===== config.mk =====
export PLATFORM = sky130hd
export DESIGN_NAME = rnd_word_reg
export DESIGN_NICKNAME = d
export VERILOG_FILES = /design/src/rtl/rwf_pkg.sv /design/src/rtl/rwf_ctrl.sv /design/src/rtl/rwf_datapath.sv /design/src/rtl/rnd_word_reg.sv
export SDC_FILE = /design/constraint.sdc
export NUM_CORES = 1
export LEC_CHECK = 0
export BUFFER_PORTS_ARGS = -buffer_cell sky130_fd_sc_hd__buf_2
export CAP_MARGIN = 20
export CORE_MARGIN = 4
export CORE_UTILIZATION = 47
export DETAILED_ROUTE_END_ITERATION = 8
export GPL_ROUTABILITY_DRIVEN = 0
export PLACE_DENSITY_LB_ADDON = 0.15
export RECOVER_POWER = 25
export SYNTH_ARGS = -nofsm -noshare
export SYNTH_HDL_FRONTEND = slang
export SYNTH_SLANG_ARGS = --single-unit
export TNS_END_PERCENT = 20

===== constraint.sdc =====
create_clock -name clk -period 1.5 [get_ports clk]
set_input_delay 0.15 -clock clk [delete_from_list [all_inputs] [get_ports clk]]
set_output_delay 0.15 -clock clk [all_outputs]
set_load 0.005 [all_outputs]

===== src/rtl/rwf_pkg.sv =====
package rwf_pkg;
  typedef struct packed {
    logic capture;
    logic consume;
  } rwfStrobe_t;

  typedef enum logic {
    StFetch = 1'b0,
    StHold  = 1'b1
  } rwfState_e;
endpackage


===== src/rtl/rwf_ctrl.sv =====
module rwf_ctrl
  import rwf_pkg::*;
#(
  parameter int RegAddrW = 2,
  parameter logic [RegAddrW-1:0] DataAddr = '0
) (
  input  logic                clk,
  input  logic                rstN,
  input  logic                entAck,
  input  logic                rdEn,
  input  logic [RegAddrW-1:0] rdAddr,
  output logic                entReq,
  output logic                wordValid,
  output rwfStrobe_t          strobes
);
  rwfState_e stateQ, stateD;

  // A read of the word register counts as a consume only while the word is held.
  always_comb begin
    strobes.capture = (stateQ == StFetch) && entAck;
    strobes.consume = (stateQ == StHold) && rdEn && (rdAddr == DataAddr);
    stateD = stateQ;
    if (strobes.capture) stateD = StHold;
    if (strobes.consume) stateD = StFetch;
  end

  always_ff @(posedge clk or negedge rstN) begin
    if (!rstN) stateQ <= StFetch;
    else       stateQ <= stateD;
  end

  assign entReq    = (stateQ == StFetch);
  assign wordValid = (stateQ == StHold);

  assert_req_hold_R2: assert property (@(posedge clk) disable iff (!rstN)
    entReq && !entAck |=> entReq);
  assert_req_drop_R2: assert property (@(posedge clk) disable iff (!rstN)
    entReq && entAck |=> !entReq && wordValid);
  assert_consume_R4: assert property (@(posedge clk) disable iff (!rstN)
    wordValid && rdEn && rdAddr == DataAddr |=> entReq && !wordValid);
  assert_no_side_R6: assert property (@(posedge clk) disable iff (!rstN)
    !wordValid && !entAck |=> !wordValid && entReq);
endmodule


===== src/rtl/rwf_datapath.sv =====
module rwf_datapath
  import rwf_pkg::*;
#(
  parameter int DataWidth = 32,
  parameter int RegAddrW  = 2,
  parameter logic [RegAddrW-1:0] DataAddr   = '0,
  parameter logic [RegAddrW-1:0] StatusAddr = 1
) (
  input  logic                 clk,
  input  logic                 rstN,
  input  rwfStrobe_t           strobes,
  input  logic                 wordValid,
  input  logic [DataWidth-1:0] entData,
  input  logic                 entFips,
  input  logic [RegAddrW-1:0]  rdAddr,
  output logic [DataWidth-1:0] rdData
);
  localparam int StatusPad = DataWidth - 2;

  logic [DataWidth-1:0] wordQ;
  logic                 fipsQ;

  always_ff @(posedge clk or negedge rstN) begin
    if (!rstN) begin
      wordQ <= '0;
      fipsQ <= 1'b0;
    end else if (strobes.capture) begin
      wordQ <= entData;
      fipsQ <= entFips;
    end
  end

  // The stored word and flag are masked by valid, so a consumed word never leaks.
  always_comb begin
    rdData = '0;
    if (rdAddr == DataAddr)        rdData = wordValid ? wordQ : '0;
    else if (rdAddr == StatusAddr) rdData = {{StatusPad{1'b0}}, fipsQ & wordValid, wordValid};
  end

  assert_capture_R3: assert property (@(posedge clk) disable iff (!rstN)
    strobes.capture |=> wordQ == $past(entData) && fipsQ == $past(entFips));
  assert_ignore_R8: assert property (@(posedge clk) disable iff (!rstN)
    !strobes.capture |=> $stable(wordQ) && $stable(fipsQ));
  assert_zero_R5: assert property (@(posedge clk) disable iff (!rstN)
    !wordValid && rdAddr == DataAddr |-> rdData == '0);
endmodule


===== src/rtl/rnd_word_reg.sv =====
module rnd_word_reg
  import rwf_pkg::*;
#(
  parameter int DataWidth = 32,
  parameter int RegAddrW  = 2
) (
  input  logic                 clk,
  input  logic                 rstN,
  output logic                 entReq,
  input  logic                 entAck,
  input  logic [DataWidth-1:0] entData,
  input  logic                 entFips,
  input  logic                 rdEn,
  input  logic [RegAddrW-1:0]  rdAddr,
  output logic [DataWidth-1:0] rdData
);
  localparam logic [RegAddrW-1:0] DataAddr   = '0;
  localparam logic [RegAddrW-1:0] StatusAddr = 1;

  rwfStrobe_t strobes;
  logic       wordValid;

  rwf_ctrl #(.RegAddrW(RegAddrW), .DataAddr(DataAddr)) u_ctrl (
    .clk(clk), .rstN(rstN), .entAck(entAck), .rdEn(rdEn), .rdAddr(rdAddr),
    .entReq(entReq), .wordValid(wordValid), .strobes(strobes)
  );

  rwf_datapath #(.DataWidth(DataWidth), .RegAddrW(RegAddrW),
                 .DataAddr(DataAddr), .StatusAddr(StatusAddr)) u_dp (
    .clk(clk), .rstN(rstN), .strobes(strobes), .wordValid(wordValid),
    .entData(entData), .entFips(entFips), .rdAddr(rdAddr), .rdData(rdData)
  );
endmodule


# Yosys cells after proc, flatten, opt, wreduce, memory -nomap -nowiden
# Index checks and enable logic that the tools add are counted.
[word_totals] ff_bits=34 word_cells=16
[classes] bitwise_logic=2 eq_ne=1 n_mux=5 n_reduce_logical=5
[ops] cell="$mux W32" n=2
[ops] cell="$logic_and A1 B1 Y1" n=3
[ops] cell="$eq A2 B1 Y1 const B" n=1
[ops] cell="$logic_not A2 Y1" n=1
[ops] cell="$mux W1" n=2
[ops] cell="$mux W2" n=1
[ops] cell="$reduce_bool A2 Y1" n=1
[ops] cell="$and A1 B1 Y1" n=1
[ops] cell="$not A1 Y1" n=1

# Depth between registers and ports, before layout
# Gate-level depths: netlist of run 1.
[depth] depth_word=4 mapped_depth=4

# Hierarchy
# A second synthesis of run 1 with hierarchy kept.
[hier_totals] hier_cells=115 hier_area_um2=1692.9
[by_module_without_submodules] mod="rwf_datapath" instances=1 area_per_inst_um2=1630.3 cells_each=109
[by_module_without_submodules] mod="rwf_ctrl" instances=1 area_per_inst_um2=62.6 cells_each=6

# Worst setup path after synthesis of run 1
# No wires, ideal clock.
[synth_timing] path_kind="register -> register" from="register u_ctrl.stateQ, in the netlist u_ctrl.wordValid" to="register u_dp.fipsQ" setup_ns=0.125 stages_incl_launch_ff=5 required_time_ns=1.375 arrival_ns=1.113 path_slack_ns=0.262 cell_sequence="dfrtp_1 nor2b_1 buf_6 buf_12 mux2_4"
[synth_between] elab_chain_len=2
[synth_lines] element="from (decl)" line_no="rwf_ctrl.sv:16" text="rwfState_e stateQ, stateD;"
[synth_lines] element="from (signal assigned)" line_no="rwf_ctrl.sv:28" text="if (!rstN) stateQ <= StFetch;"
[synth_lines] element="from (signal assigned)" line_no="rwf_ctrl.sv:29" text="else stateQ <= stateD;"
[synth_lines] element="$not A1 Y1" line_no="rwf_ctrl.sv:20" text="strobes.capture = (stateQ == StFetch) && entAck;"
[synth_lines] element="$logic_and A1 B1 Y1" line_no="rwf_ctrl.sv:20"
[synth_lines] element="to (signal assigned)" line_no="rwf_datapath.sv:29" text="fipsQ <= entFips;"
[synth_lines] element="to (decl)" line_no="rwf_datapath.sv:21" text="logic fipsQ;"
# No other way between the ends.
# A chain may end at the register's enable or synchronous reset.

# Worst setup path after layout of run 1
[layout_timing] from="register u_ctrl.stateQ, in the netlist u_ctrl.wordValid" to="output rdData[27]"
[layout_between] elab_chain_len=2
[layout_lines] element="$mux W32 (2 in a row)" line_no="rwf_datapath.sv:36" text="if (rdAddr == DataAddr) rdData = wordValid ? wordQ : '0;"
[layout_lines] element="to (decl)" line_no="rnd_word_reg.sv:15" text="output logic [DataWidth-1:0] rdData"
# No other way between the ends.

==> metrics.txt, run 1 <==
htree depth 2; Critical Path Source Type flip-flop; skew final 7.65 ps; final core utilization 64.2%; distinct cell type count after synthesis 14; Worst path top cell family by delay flip-flops; worst min-delay path startpoint entData[8]; initial antenna violation count 0; Yosys reg bits 34; total wire length 3440 um; Max-Cap Viols 0; R2R setup slack 80 ps; Die Ht 67.6 um; die area 4570 um^2; first-pass GRT wire length 5450 um; CTS tree yes; fmax 0.669 GHz; sequential fraction of the synthesis area 50.9%; Leakage 1.16 nW; final setup margin 5.14 ps; wire length per cell 14.3 um; Nets 233; power per cell area 1220 nW/um^2; row count 21; CP Data Required Time 1350 ps; DP Worst Slack 165 ps; Root Buffer clkbuf_4; worst-skew pair later-pin latency 330 ps; CTS sink count 34; Initial DRC Count 44; initial core utilization 49.3%; Port Buf Inserts 71; Final Hold Viols 0; Vias 1135; Tightest Pin Transition 834 ps; Layout Cells excl Fill 241; Die Span X 67.6 um; share of cells above drive strength 1 62.1%; Via density 4.71; mapped cell area 1670 um^2; Hold WS 44.5 ps; Peak VDD IR 0.645 mV; register area 852 um^2; Core Region 3390 um^2; final setup TNS 0 ps; Final Cycle Share 99.7%; power after layout 2.66 mW; vias in the first global route 1158; GRT overflow 0; Slew HR 44.4%; fillers 274; largest net degree at the start of global routing 35; GRT Overall Usage 16.4%; TritonCTS Buffers 5; r2r endpoint u_dp.wordQ[4]; CP Capture Type primary output; count of final max-slew check failures 0; post-layout min period 1490 ps; Worst Path Arrival 1340 ps; WHS Path Cells 2; placed cell count 230; Mapped Cells 115; clk slew on worst S/H paths 100 ps; Ant. Diodes 0; Hold WC Path Type in -> reg; Cell Area, Placed 2070 um^2; Ys Warns 0; ANT nets after route 0; Multi-input gate area 747 um^2; status finished clean; crit path buf inv count 2; Hold Path End u_dp.wordQ[8]; crit-path cells nor3b_4 -> buf_6 -> and2_1 -> buf_2; CP Max Fanout 15; Synth-to-Final Area Change 30.3%; I/O pin count 72; worst r2r src u_ctrl.wordValid; RSZ-0062 raised after global routing yes; Worst R2R Path Depth 4; Slowest cell on crit path dfrtp_2; max incr delay on CP 370 ps; Final Cell Area 2180 um^2; DRC 0; Crit Path Category reg -> out; # setup viols final 0; first-pass detailed-route iteration total 4; syn_nets 154; hpwl dp 2480 um; syn avg cell area 14.5 um^2; CTS max path bufs 2
## cell usage in the layout (no fill, tap or decap), types with 2 or more instances in the layout
| cell | count |
|---|---|
| buf_2 | 71 |
| dfrtp_1 | 33 |
| and2_1 | 30 |
| mux2_4 | 30 |
| nor2_1 | 5 |
| clkbuf_4 | 5 |
| mux2_2 | 3 |
| clkinv_2 | 2 |
| dlygate4sd3_1 | 2 |
| buf_4 | 2 |
| buf_6 | 2 |
## worst reg2reg max path: cells and delay by family, from the launching register on
kind / cells / cell delay, ps
DFF: 1 / 410
buffers and inverters: 2 / 420
muxes: 1 / 330
and+or+nand+nor: 1 / 140
## cells by family (layout without fill, tap and decap cells)
kind of cell / after synthesis / in the layout / share of synthesized area (%)
mux: 34 / 34 / 29.6
simple gates: 38 / 38 / 13.9
flops: 34 / 34 / 50.9
compound gates: 1 / 1 / 0.375
buf+inv: 8 / 88 / 5.17
## per-layer routing
layer | GRT usage [%] | part of all wire [%]
met2 | 26.6 | 47
met4 | 4.56 | 0.44
met3 | 6.66 | 10
met1 | 20.0 | 42
met5 | 0 | 0
## sequential cells by signal, summed over array words and instances (netlist names)
register	cells
u_ctrl.wordValid	1
u_dp.fipsQ	1
u_dp.wordQ	32
## cell type report
class,count,area share (%)
clock inverters,3,1.84
multi-input cells,73,34.3
flip-flops and latches,34,39.2
well taps,46,2.65
inverters,1,0.173
clock buffers,5,1.73
repair buffers,79,20.1
## worst max-delay path by stage
| stage | from | endpoint | cells after the start |
|---|---|---|---|
| after global placement | u_ctrl.wordValid | u_dp.wordQ[2] | 3 |
| final | u_ctrl.wordValid | rdData[27] | 4 |
| after floorplan | u_ctrl.wordValid | u_dp.fipsQ | 4 |
| after CTS | u_ctrl.wordValid | rdData[30] | 4 |
| after global routing | u_ctrl.wordValid | rdData[30] | 4 |
| after detailed placement | u_ctrl.wordValid | u_dp.fipsQ | 3 |
## synthesized netlist by cell type (all sizes together)
| cell type | n | area, um^2 |
|---|---|---|
| dfrtp | 34 | 851 |
| mux2 | 33 | 484 |
| and2 | 30 | 188 |
| nor2 | 5 | 18.8 |
| buf | 4 | 71.3 |
| clkbuf | 3 | 11.3 |
| a31oi | 1 | 6.26 |
| inv | 1 | 3.75 |
| mux2i | 1 | 10.0 |
| nor2b | 1 | 6.26 |
| nor3b | 1 | 12.5 |
| or2b | 1 | 7.51 |
## power breakdown
part | switching, mW | internal, mW | total [mW]
logic | 0.210 | 0.488 | 0.698
clock network | 0.296 | 0.345 | 0.641
registers | 0.140 | 1.18 | 1.32
## timing repair
item | in CTS | in global routing
resized for setup | 4 | 0
hold endpoints to repair | 35 | 0
setup buffers | 1 | 0
setup endpoints to repair | 30 | 32
pin swaps | 6 | 2
hold buffers | 2 | 0
No activity file was read; power rests on OpenSTA's default activity.
==> inputs of run 2 (changes only) <==
CTS_CLUSTER_DIAMETER = 30   (was not set)
clock period = 1.7 ns   (was 1.5 ns; I/O delays follow)
==> run 2 against run 1 <==
- routed wire length is 4.0% lower
- cell area is 0.57% higher
- sequential cell count stayed put
- non-clock buffer count is 2 lower
- critical path depth stayed put
- clock skew is 1.1 ps lower
- setup slack better by 130 ps
- cell count is 0.83% lower
- via count is 1.4% lower
- count of clock-buffer cells in the layout stayed put
- largest power group unchanged
==> metrics.txt, run 2 (synthesized netlist as in run 1, its figures left out) <==
share of cells above drive strength 1 61.1%; TritonCTS Buffers 5; CP Max Fanout 15; max FFs per register 32; Vias 1119; power after layout 2.51 mW; hpwl dp 2280 um; CTS sink count 34; power per cell area 1150 nW/um^2; Max-Cap Viols 0; Die Span X 67.6 um; Core Region 3390 um^2; I/O pin count 72; Ant. Diodes 0; r2r endpoint u_dp.wordQ[20]; clk slew on worst S/H paths 110 ps; Slew HR 43.4%; GRT overflow 0; Worst Path Arrival 1390 ps; Die Ht 67.6 um; Hold WS 52.7 ps; Initial DRC Count 37; WHS Path Cells 2; ANT nets after route 0; Worst R2R Path Depth 4; first-pass GRT wire length 5310 um; vias in the first global route 1143; Largest Register u_dp.wordQ; Leakage 1.15 nW; CP Data Required Time 1530 ps; initial antenna violation count 0; DRC 0; Tightest Pin Transition 849 ps; GRT Overall Usage 15.8%; CTS tree yes; final setup TNS 0 ps; htree depth 2; wire length per cell 13.8 um; RSZ-0062 raised after global routing no; Via density 4.68; status finished clean; total wire length 3300 um; # setup viols final 0; count of final max-slew check failures 0; Synth-to-Final Area Change 31.0%; Peak VDD IR 0.793 mV; row count 21; first-pass detailed-route iteration total 4; worst min-delay path startpoint entData[10]; Root Buffer clkbuf_4; skew final 6.50 ps; Nets 231; Hold Path End u_dp.wordQ[10]; R2R setup slack 220 ps; CTS max path bufs 2; highest-count cells in the layout ignoring fill and taps buf_2, dfrtp_1, and2_1, mux2_4; commonest non-fill, non-tap cell in the layout buf_2; largest net degree at the start of global routing 35; Hold WC Path Type in -> reg; Port Buf Inserts 71; worst-skew pair later-pin latency 340 ps; Final Hold Viols 0; die area 4570 um^2; initial core utilization 49.3%; Critical Path Source Type flip-flop; CP Capture Type primary output; Crit Path Category reg -> out; worst r2r src u_ctrl.wordValid; Final Cycle Share 91.8%; post-layout min period 1560 ps; fmax 0.641 GHz
-- run 2: cell types whose count changed in the layout (fill, tap and decap cells not counted) --
cell       before  now
bufinv_16       1    2
clkinv_4        0    1
buf_2          71   70
clkbuf_1        0    1
clkinv_2        2    0
buf_4           2    0
-- run 2: worst max-delay path: stages, from the launching register on --
cell and delay, ps:
dfrtp_2 380, nor3b_4 240, buf_6 180, and2_1 140, buf_2 110
-- run 2: where the power goes --
| part | internal (mW) | total [mW] | switching, mW | leakage (nW) |
|---|---|---|---|---|
| combinational | 0.427 | 0.608 | 0.181 | 0.702 |
| sequential | 1.04 | 1.16 | 0.118 | 0.397 |
| clock | 0.460 | 0.750 | 0.290 | 0.0554 |
| total | 1.93 | 2.51 | 0.588 | 1.15 |
-- run 2: layout make-up --
| cell class | count | area, um^2 |
|---|---|---|
| Multi-Input combinational cell | 73 | 747 |
| Sequential cell | 34 | 852 |
| Fill cell | 299 | 1200 |
| Inverter | 1 | 3.75 |
| Clock buffer | 5 | 37.5 |
| Tap cell | 46 | 57.6 |
| Timing Repair Buffer | 77 | 422 |
| Clock inverter | 3 | 68.8 |
-- run 2: timing repair --
item                       in CTS  in global routing
hold endpoints to repair       35                  0
hold buffers                    2                  0
setup endpoints to repair      30                 30
resized for setup               1                  3
buffers inserted                0                  1
-- run 2: stage by stage --
stage               std cells  setup WS (ps)  instance area (um^2)  util, %
CTS                       238           3.20                  2170     64.0
finish                    239            139                  2190     64.6
floorplan                 115            462                  1670        -
global route              239           34.4                  2190     64.6
detailed placement        228            339                  2040     60.3
global placement          228            395                  2040     60.3
-- run 2: layer usage --
| layer | routed length [um] | GRT usage (%) | share of wire (%) |
|---|---|---|---|
| met1 | 1460 | 20.3 | 44 |
| met2 | 1520 | 24.2 | 46 |
| met3 | 262 | 4.99 | 7.9 |
| met4 | 58 | 7.34 | 1.8 |
| met5 | 0 | 0 | 0 |
-- run 2: worst max-delay path by stage --
stage	end	start	cells after the start
after floorplan	u_dp.fipsQ	u_ctrl.wordValid	4
after global placement	u_dp.wordQ[21]	u_ctrl.wordValid	3
after detailed placement	rdData[14]	u_ctrl.wordValid	4
after CTS	rdData[14]	u_ctrl.wordValid	4
after global routing	rdData[14]	u_ctrl.wordValid	4
final	rdData[14]	u_ctrl.wordValid	4
==> inputs of run 3 (changes only) <==
HOLD_SLACK_MARGIN = 0.1   (was not set)
SLEW_MARGIN = 10   (was not set)
==> run 3 against run 2 <==
- first-iteration DRC count rose by 27%
- clock skew down 1.5 ps
- worst hold slack better by 420 ps
- via count up 12%
- combinational power is 11% higher
- sequential cell count did not move
- setup slack worse by 2.6 ps
- core utilization up 10 points
- register-to-register slack about the same
- critical path type unchanged
- largest power group unchanged
==> metrics.txt, run 3 (synthesized netlist as in run 1, its figures left out) <==
final setup margin 137 ps; I/O pin count 72; CTS tree yes; fillers 247; commonest non-fill, non-tap cell in the layout buf_2; ANT nets after route 0; R2R setup slack 230 ps; Die Span X 67.6 um; # setup viols final 0; Critical Path Source Type flip-flop; initial core utilization 49.3%; Worst Path Arrival 1390 ps; Cell Area, Placed 2040 um^2; total wire length 3860 um; DRC 0; Layout Cells excl Fill 273; Root Buffer clkbuf_4; row count 21; wire length per cell 14.1 um; Initial DRC Count 47; first-pass GRT wire length 6270 um; Crit Path Category reg -> out; DP Worst Slack 339 ps; clock group share of total power 29.0%; Nets 265; Net Sw Power 0.603 mW; die area 4570 um^2; Hold WS 470 ps; Core Region 3390 um^2; status finished clean; Slowest cell on crit path dfrtp_2; Leakage 1.30 nW; crit path buf inv count 2; final setup TNS 0 ps; Worst path top cell family by delay flip-flops; Vias 1252; Hold WC Path Type in -> async; RSZ-0062 raised after global routing no; CTS sink count 34; Peak VDD IR 0.812 mV; clk slew on worst S/H paths 110 ps; Final Hold Viols 0; Via density 4.59; initial antenna violation count 0; Largest Register u_dp.wordQ; largest net degree at the start of global routing 35; CTS max path bufs 2; GRT Overall Usage 18.9%; highest-count cells in the layout ignoring fill and taps buf_2, dlygate4sd3_1, dfrtp_1; Ant. Diodes 0; worst r2r src u_ctrl.wordValid; first-pass detailed-route iteration total 3; Tightest Pin Transition 856 ps; TritonCTS Buffers 5; Die Ht 67.6 um; max incr delay on CP 390 ps; Port Buf Inserts 71; Max-Cap Viols 0; final core utilization 74.7%; Int Pwr 1.98 mW; max FFs per register 32; power after layout 2.58 mW; Comb power frac 26.2%; fmax 0.640 GHz; Setup crit start u_ctrl.wordValid; CP Capture Type primary output; share of cells above drive strength 1 52.4%; hpwl dp 2280 um; worst-skew pair later-pin latency 340 ps; CP Data Required Time 1530 ps; Slew HR 42.9%; GRT overflow 0; Synth-to-Final Area Change 51.6%; count of final max-slew check failures 0; skew final 4.99 ps; part of the power in registers 44.8%; CP Max Fanout 15; Net Sw Frac 23.4%; Final Cell Area 2530 um^2; Final Cycle Share 92.0%; post-layout min period 1560 ps; vias in the first global route 1357; power per cell area 1020 nW/um^2; htree depth 2; placed cell count 228; crit-path cells nor3b_4 -> buf_6 -> and2_1 -> buf_2
[run 3: cell types whose count changed in the layout (fill, tap and decap cells not counted)]
cell and delta:
buf_4 +1, clkbuf_1 -1, dlygate4sd3_1 +34
[run 3: layout make-up]
type / count / area [um^2] / area share, %
Clock inverter: 3 / 68.8 / 2.72
Clock buffer: 5 / 37.5 / 1.48
Sequential cell: 34 / 852 / 33.6
Timing Repair Buffer: 111 / 766 / 30.2
Tap cell: 46 / 57.6 / 2.27
Multi-Input combinational cell: 73 / 747 / 29.5
Inverter: 1 / 3.75 / 0.148
[run 3: metal layers]
metal	vias up	GRT usage [%]	wire, um
li1	605	-	-
met1	590	22.2	1580
met2	48	32.3	1940
met3	9	4.33	243
met4	0	8.61	91
met5	-	0	0
[run 3: path summary, 6_finish.rpt]
check,cells past startpoint,end
max,4,rdData[14]
min reg2reg,1,u_dp.wordQ[9]
max in group asynchronous,2,u_ctrl.wordValid
min,2,u_dp.wordQ[9]
min in group clk,4,u_dp.wordQ[12]
max reg2reg,4,u_dp.wordQ[20]
[run 3: power by group through the flow]
stage	Combinational [mW]	Sequential (mW)	Clock (mW)
floorplan	0.446	1.13	0
global placement	0.590	1.16	0
detailed placement	0.600	1.17	0
CTS	0.670	1.16	0.776
global route	0.736	1.19	0.812
finish	0.676	1.16	0.750
[run 3: repair_timing]
item | in CTS | in global routing
pin swaps | 0 | 0
hold endpoints to repair | 68 | 0
endpoints found under the setup margin | 30 | 30
gates resized for setup | 1 | 3
hold buffers | 36 | 0
buffers inserted | 0 | 1
cloned | 0 | 0
